===== config.mk =====
export PLATFORM = sky130hd
export DESIGN_NAME = cpuif_top
export DESIGN_NICKNAME = d
export VERILOG_FILES = /design/src/rtl/cpuif_pkg.sv /design/src/rtl/cpuif_arbiter.sv /design/src/rtl/cpuif_chain.sv /design/src/rtl/cpuif_top.sv
export SDC_FILE = /design/constraint.sdc
export NUM_CORES = 2
export LEC_CHECK = 0
export BUFFER_PORTS_ARGS = -buffer_cell sky130_fd_sc_hd__buf_4
export CORE_MARGIN = 4
export CORE_UTILIZATION = 50
export CTS_BUF_LIST = sky130_fd_sc_hd__clkbuf_8
export DETAILED_ROUTE_END_ITERATION = 6
export GPL_TIMING_DRIVEN = 0
export PLACE_DENSITY = 0.68
export SLEW_MARGIN = 20
export SYNTH_ARGS = -nofsm -noshare
export SYNTH_HDL_FRONTEND = slang
export SYNTH_HIERARCHICAL = 1
export SYNTH_SLANG_ARGS = --single-unit

===== constraint.sdc =====
create_clock -name clk -period 131.8 [get_ports clk]
set_clock_uncertainty 0.15 [all_clocks]
set_input_delay 26.36 -clock clk [delete_from_list [all_inputs] [get_ports clk]]
set_output_delay 26.36 -clock clk [all_outputs]
set_load 0.005 [all_outputs]

===== src/rtl/cpuif_pkg.sv =====
package cpuif_pkg;
  localparam int          ID_W      = 10;
  localparam int          PRIO_W    = 8;
  localparam int          RPRIO_W   = PRIO_W + 1;
  localparam logic [ID_W-1:0]    NO_IRQ    = 10'd1023;
  localparam logic [RPRIO_W-1:0] IDLE_PRIO = 9'h100;

  localparam logic [7:0] OFS_CTRL  = 8'h00;
  localparam logic [7:0] OFS_PMASK = 8'h04;
  localparam logic [7:0] OFS_CLAIM = 8'h0C;
  localparam logic [7:0] OFS_DONE  = 8'h10;
  localparam logic [7:0] OFS_RPRIO = 8'h14;
  localparam logic [7:0] OFS_HPEND = 8'h18;

  // strict urgency compare on widened priorities
  function automatic logic more_urgent(input logic [RPRIO_W-1:0] a,
                                       input logic [RPRIO_W-1:0] b);
    return a < b;
  endfunction

  function automatic logic [RPRIO_W-1:0] widen(input logic [PRIO_W-1:0] p);
    return {1'b0, p};
  endfunction
endpackage


===== src/rtl/cpuif_arbiter.sv =====
module cpuif_arbiter
  import cpuif_pkg::*;
#(
  parameter int NUM_IRQ = 32
) (
  input  logic                      dist_en,
  input  logic                      cpu_en,
  input  logic [NUM_IRQ-1:0]        en,
  input  logic [NUM_IRQ-1:0]        pend,
  input  logic [NUM_IRQ*PRIO_W-1:0] prio,
  input  logic [PRIO_W-1:0]         pmask,
  input  logic [RPRIO_W-1:0]        run_prio,
  output logic [ID_W-1:0]           hp_id,
  output logic [RPRIO_W-1:0]        hp_prio,
  output logic                      req
);
  logic [ID_W-1:0]    best_id;
  logic [RPRIO_W-1:0] best_prio;

  // upward sweep, strict compare: ties keep the lower ID
  always_comb begin
    best_id   = NO_IRQ;
    best_prio = IDLE_PRIO;
    for (int i = 0; i < NUM_IRQ; i++) begin
      if (en[i] && pend[i] &&
          more_urgent(widen(prio[i*PRIO_W +: PRIO_W]), best_prio)) begin
        best_id   = ID_W'(i);
        best_prio = widen(prio[i*PRIO_W +: PRIO_W]);
      end
    end
  end

  always_comb begin
    hp_id   = NO_IRQ;
    hp_prio = IDLE_PRIO;
    if (dist_en && cpu_en && more_urgent(best_prio, widen(pmask))) begin
      hp_id   = best_id;
      hp_prio = best_prio;
    end
  end

  assign req = (hp_id != NO_IRQ) && more_urgent(hp_prio, run_prio);
endmodule


===== src/rtl/cpuif_chain.sv =====
module cpuif_chain
  import cpuif_pkg::*;
#(
  parameter int NUM_IRQ = 32,
  parameter int IDX_W   = $clog2(NUM_IRQ)
) (
  input  logic             clk,
  input  logic             rst_n,
  input  logic             push,
  input  logic [IDX_W-1:0] push_idx,
  input  logic [ID_W-1:0]  run_id,
  input  logic             pop,
  input  logic             splice,
  input  logic [ID_W-1:0]  cut_id,
  output logic [ID_W-1:0]  pred_run
);
  logic [ID_W-1:0]    pred [NUM_IRQ];
  logic [NUM_IRQ-1:0] active;
  logic [IDX_W-1:0]   run_idx;
  logic [IDX_W-1:0]   cut_idx;

  assign run_idx  = run_id[IDX_W-1:0];
  assign cut_idx  = cut_id[IDX_W-1:0];
  assign pred_run = (run_id == NO_IRQ) ? NO_IRQ : pred[run_idx];

  // active marks chain members, so the splice is a parallel match
  always_ff @(posedge clk or negedge rst_n) begin
    if (!rst_n) begin
      for (int j = 0; j < NUM_IRQ; j++) pred[j] <= NO_IRQ;
      active <= '0;
    end else begin
      if (push) begin
        pred[push_idx]   <= run_id;
        active[push_idx] <= 1'b1;
      end
      if (pop) active[run_idx] <= 1'b0;
      if (splice) begin
        for (int j = 0; j < NUM_IRQ; j++)
          if (active[j] && pred[j] == cut_id) pred[j] <= pred[cut_idx];
        active[cut_idx] <= 1'b0;
      end
    end
  end
endmodule


===== src/rtl/cpuif_top.sv =====
module cpuif_top
  import cpuif_pkg::*;
#(
  parameter int NUM_IRQ = 32
) (
  input  logic                      clk,
  input  logic                      rst_n,
  input  logic                      dist_en,
  input  logic [NUM_IRQ-1:0]        irq_enable,
  input  logic [NUM_IRQ-1:0]        irq_pending,
  input  logic [NUM_IRQ*PRIO_W-1:0] irq_prio,
  input  logic [NUM_IRQ-1:0]        irq_line,
  input  logic [NUM_IRQ-1:0]        irq_edge,
  input  logic [NUM_IRQ-1:0]        irq_allcpu,
  input  logic [NUM_IRQ-1:0]        irq_to_me,
  input  logic                      reg_rd,
  input  logic                      reg_wr,
  input  logic [7:0]                reg_addr,
  input  logic [31:0]               reg_wdata,
  output logic [31:0]               reg_rdata,
  output logic                      irq_o,
  output logic                      pend_clr_o,
  output logic [ID_W-1:0]           pend_clr_id_o,
  output logic                      pend_clr_all_o,
  output logic                      repend_o,
  output logic [ID_W-1:0]           repend_id_o
);
  localparam int              IDX_W = $clog2(NUM_IRQ);
  localparam logic [ID_W:0]   NUM_V = (ID_W+1)'(NUM_IRQ);

  logic                cpu_en;
  logic [PRIO_W-1:0]   pmask;
  logic [ID_W-1:0]     run_id;
  logic [RPRIO_W-1:0]  run_prio;
  logic [ID_W-1:0]     hp_id;
  logic [RPRIO_W-1:0]  hp_prio;
  logic [ID_W-1:0]     pred_run;
  logic [ID_W-1:0]     eoi_id;
  logic [IDX_W-1:0]    eoi_idx;
  logic [IDX_W-1:0]    hp_idx;
  logic                claim_rd, ack_ok, eoi_ok, eoi_pop, eoi_splice;
  logic                unused_wdata;

  function automatic logic [RPRIO_W-1:0] prio_of(input logic [ID_W-1:0] id);
    if (id == NO_IRQ) return IDLE_PRIO;
    return widen(irq_prio[int'(id[IDX_W-1:0])*PRIO_W +: PRIO_W]);
  endfunction

  cpuif_arbiter #(.NUM_IRQ(NUM_IRQ)) u_arb (
    .dist_en  (dist_en),
    .cpu_en   (cpu_en),
    .en       (irq_enable),
    .pend     (irq_pending),
    .prio     (irq_prio),
    .pmask    (pmask),
    .run_prio (run_prio),
    .hp_id    (hp_id),
    .hp_prio  (hp_prio),
    .req      (irq_o)
  );

  assign hp_idx   = hp_id[IDX_W-1:0];
  assign eoi_id   = reg_wdata[ID_W-1:0];
  assign eoi_idx  = eoi_id[IDX_W-1:0];
  assign unused_wdata = ^reg_wdata;

  assign claim_rd   = reg_rd && (reg_addr == OFS_CLAIM);
  assign ack_ok     = claim_rd && (hp_id != NO_IRQ) && more_urgent(hp_prio, run_prio);
  assign eoi_ok     = reg_wr && (reg_addr == OFS_DONE) &&
                      ({1'b0, eoi_id} < NUM_V) && (run_id != NO_IRQ);
  assign eoi_pop    = eoi_ok && (eoi_id == run_id);
  assign eoi_splice = eoi_ok && (eoi_id != run_id);

  cpuif_chain #(.NUM_IRQ(NUM_IRQ), .IDX_W(IDX_W)) u_chain (
    .clk      (clk),
    .rst_n    (rst_n),
    .push     (ack_ok),
    .push_idx (hp_idx),
    .run_id   (run_id),
    .pop      (eoi_pop),
    .splice   (eoi_splice),
    .cut_id   (eoi_id),
    .pred_run (pred_run)
  );

  assign pend_clr_o     = ack_ok;
  assign pend_clr_id_o  = hp_id;
  assign pend_clr_all_o = ack_ok && irq_allcpu[hp_idx];

  assign repend_o    = eoi_ok && !irq_edge[eoi_idx] && irq_enable[eoi_idx] &&
                       irq_line[eoi_idx] && irq_to_me[eoi_idx];
  assign repend_id_o = eoi_id;

  always_ff @(posedge clk or negedge rst_n) begin
    if (!rst_n) begin
      cpu_en   <= 1'b0;
      pmask    <= '0;
      run_id   <= NO_IRQ;
      run_prio <= IDLE_PRIO;
    end else begin
      if (reg_wr && reg_addr == OFS_CTRL)  cpu_en <= reg_wdata[0];
      if (reg_wr && reg_addr == OFS_PMASK) pmask  <= reg_wdata[PRIO_W-1:0];
      if (ack_ok) begin
        run_id   <= hp_id;
        run_prio <= hp_prio;
      end else if (eoi_pop) begin
        run_id   <= pred_run;
        run_prio <= prio_of(pred_run);
      end
    end
  end

  always_ff @(posedge clk or negedge rst_n) begin
    if (!rst_n) begin
      reg_rdata <= '0;
    end else if (reg_rd) begin
      case (reg_addr)
        OFS_CTRL:  reg_rdata <= 32'(cpu_en);
        OFS_PMASK: reg_rdata <= 32'(pmask);
        OFS_CLAIM: reg_rdata <= ack_ok ? 32'(hp_id) : 32'(NO_IRQ);
        OFS_RPRIO: reg_rdata <= 32'(run_prio);
        OFS_HPEND: reg_rdata <= 32'(hp_id);
        default:   reg_rdata <= '0;
      endcase
    end
  end
endmodule


==> impl_metrics.env <==
export IMPL_run_status="finished, violations left"
export IMPL_violations="DRC"
export IMPL_track_usage=0.5517
export IMPL_layout_drive_gt1_share=0.2944
export IMPL_num_io_pins=549
export IMPL_vias=46850
export IMPL_synthTopCellsByArea="mux2i_1 20%, dfstp_2 20%, mux4_2 7.6%"
export IMPL_dpl_instance_area_um2=48960
export IMPL_die_h_um=302.6
export IMPL_worstPathArrival_ns=101.08
export IMPL_antenna_found_initial=40
export IMPL_wire_per_inst_um=41.05
export IMPL_fin_nets=5847
export IMPL_maxCapViolCount=0
export IMPL_synth_edff_count=0
export IMPL_slowest_stage="or2_2"
export IMPL_worst_setup_path_start_kind="input pin"
export IMPL_clockPowerShare=0.119
export IMPL_routed_wl_mm=261.8
export IMPL_power_density_nw_per_um2=22.52
export IMPL_worstSetupPathType="input pin to primary output"
export IMPL_tritoncts="built"
export IMPL_cp_max_fo=15
export IMPL_port_buffers=500
export IMPL_cp_end_kind="primary output"
export IMPL_ys_types=119
export IMPL_synthCells=4528
export IMPL_synth_area_um2=43390
export IMPL_post_route_drc_count=82
export IMPL_clkLatencyLatePin_ns=0.75
export IMPL_synth_seq_cells=390
export IMPL_leakage_nw=21.44
export IMPL_fin_crit_ns=127.59
export IMPL_worst_path_largest_cell_delay_ns=0.58
export IMPL_clkSinkCount=390
export IMPL_avgViaCountPerCell=7.346
export IMPL_switching_share=0.5143
export IMPL_ctsLongestPathBuffers=3
export IMPL_finalMaxSlewViolations=0
export IMPL_relSlewSlack=0.1177
export IMPL_dieArea_um2=91550
export IMPL_hold_viol=0
export IMPL_fmax_ghz=0.007837
export IMPL_num_fill_cells=7704
export IMPL_place_congestion=1.142
export IMPL_drt_iter0_markers=7244
export IMPL_globalRouteOverflowTotal=0
export IMPL_hold_path_class="register to register"
export IMPL_postSynth_asyncResetShare=1.000
export IMPL_netlist_area_leader_share=0.2028
export IMPL_intPower_mw=0.5553
export IMPL_first_global_vias=44600
export IMPL_die_w_um=302.6
export IMPL_grt_max_degree=93
export IMPL_p_seq_frac=0.106
export IMPL_grt_first_pass_wirelength_mm=351.9
export IMPL_drtPass1Iterations=7
export IMPL_ant_nets=0
export IMPL_ys_seq_area_frac=0.2345
export IMPL_yosys_warnings=6
export IMPL_fin_crit_sh=0.9681
export IMPL_combPwrFrac=0.775
export IMPL_fp_coreArea_um2=85680
export IMPL_std_cell_rows=107
export IMPL_synth_avg_cell_area_um2=9.582
export IMPL_cp_common_cell="ha_1"
export IMPL_start_util=0.5064
export IMPL_area_delta_synth_final_pct=17.04
export IMPL_hpwlAfterDp_mm=199.9
export IMPL_ctsRootBufferMaster="clkbuf_8"
export IMPL_setup_violations=0
export IMPL_final_cell_mix="878 x mux2i_1, 609 x buf_4, 331 x dfstp_2, 251 x inv_1, 224 x nand2_1"
export IMPL_power_switching_mw=0.5881
export IMPL_max_slew_worst_pin_slew_ns=1.323
export IMPL_ir_worst_vdd_mv=0.03597
export IMPL_numCtsBuffers=74
export IMPL_clk_pin_slew_worst_paths_ns=0.07
export IMPL_synthFlopType="dfstp_2"
export IMPL_utilization=0.5927
export IMPL_cts_max_level=3
export IMPL_yosysTopAreaCell="mux2i_1"
export IMPL_final_cell_area_um2=50780
export IMPL_required_ns=105.29
export IMPL_final_common_cell="mux2i_1"
[critical path: cells and delay by family]
| kind | cells | cell delay [ns] |
|---|---|---|
| mux | 16 | 4.80 |
| simple gates | 80 | 14.81 |
| buf+inv | 55 | 10.14 |
| fa+ha+maj | 33 | 9.29 |
| compound gates | 166 | 35.57 |
[power by group through the flow]
stage                     Clock, mW  Sequential (mW)  Combinational [mW]
final                         0.136            0.121               0.887
after global routing          0.140            0.121               0.966
after CTS                     0.135            0.121               0.842
after detailed placement          0            0.122               0.837
after global placement            0            0.122               0.802
after floorplan                   0            0.122               0.633
[synth_stat cells (84+ instances only)]
library cell	number
inv_1	225
xnor2_1	168
nor2_1	224
nand4_1	84
a21oi_1	195
mux4_2	147
buf_4	102
dfstp_2	331
o21ai_0	108
nand2_1	225
ha_1	212
o22ai_1	107
clkbuf_1	118
buf_2	87
xor2_1	163
mux2i_1	879
[final timing paths]
check                             startpoint                 end  slack (ns)  cells past startpoint
hold reg to reg            u_chain/active[9]   u_chain/active[9]        0.38                      2
min in group asynchronous              rst_n            pmask[0]       25.41                      1
setup / recovery               irq_enable[0]      pend_clr_all_o        4.21                    350
max in group asynchronous              rst_n  u_chain/active[31]      104.71                      3
setup reg to reg                   run_id[1]         run_prio[2]      123.49                     13
hold / removal             u_chain/active[9]   u_chain/active[9]        0.38                      2
[metal layers]
layer | up-vias | share of wire | routed length [µm] | global-route usage
met5 | - | 0.0014 | 377 | 0.03122
met4 | 34 | 0.12 | 31250 | 0.5189
met3 | 1533 | 0.15 | 38830 | 0.2600
met2 | 4343 | 0.40 | 104300 | 0.7768
met1 | 22620 | 0.33 | 87070 | 0.6063
li1 | 18320 | - | - | -
[flip-flops by register name (all words and copies together), names as in the netlist]
name,count
u_chain/active,32
run_prio,9
u_chain/pred,320
cpu_en,1
pmask,8
run_id,10
reg_rdata,10
[what timing repair did]
| item | 4_1_cts | 5_1_grt |
|---|---|---|
| setup endpoints to repair | 0 | 13 |
| resized for setup | 0 | 43 |
| setup buffers | 0 | 3 |
| hold buffers | 0 | 0 |
[area by class of cell]
type / instances / area [µm²] / share of cell area
buffer: 356 / 2042 / 0.04021
clock buffer: 89 / 1225 / 0.02412
multi-input combinational: 3576 / 30590 / 0.6025
sequential: 390 / 10170 / 0.2003
antenna: 34 / 85.08 / 0.001675
clock inverter: 45 / 379.1 / 0.007466
tap: 1144 / 1431 / 0.02819
inverter: 226 / 848.3 / 0.01671
timing repair buffer: 518 / 4003 / 0.07882
[kinds of logic after synthesis]
| family | Yosys count | synth area share |
|---|---|---|
| DFF | 390 | 0.2345 |
| AOI/OAI and AO/OA | 933 | 0.1524 |
| muxes | 1094 | 0.2970 |
| buffers and inverters | 583 | 0.06543 |
| and+or+nand+nor | 982 | 0.1222 |
| adders and majority gates | 214 | 0.06160 |
| other | 1 | 0.00008643 |
| xor gates and xnor gates | 331 | 0.06682 |
[stage by stage]
stage	TNS [ns]	total power, mW	std cells	hold slack, ns	worst slack (ns)
CTS	0	1.098	6342	0.3763	1.899
global route	-0.01710	1.227	6355	0.3960	-0.01710
global placement	0	0.9245	6193	0.3544	2.677
finish	0	1.143	6378	0.3832	4.207
floorplan	0	0.7552	4549	0.3216	15.81
detailed placement	0	0.9598	6208	0.3591	2.109
Power figures use the tool's default switching activity.
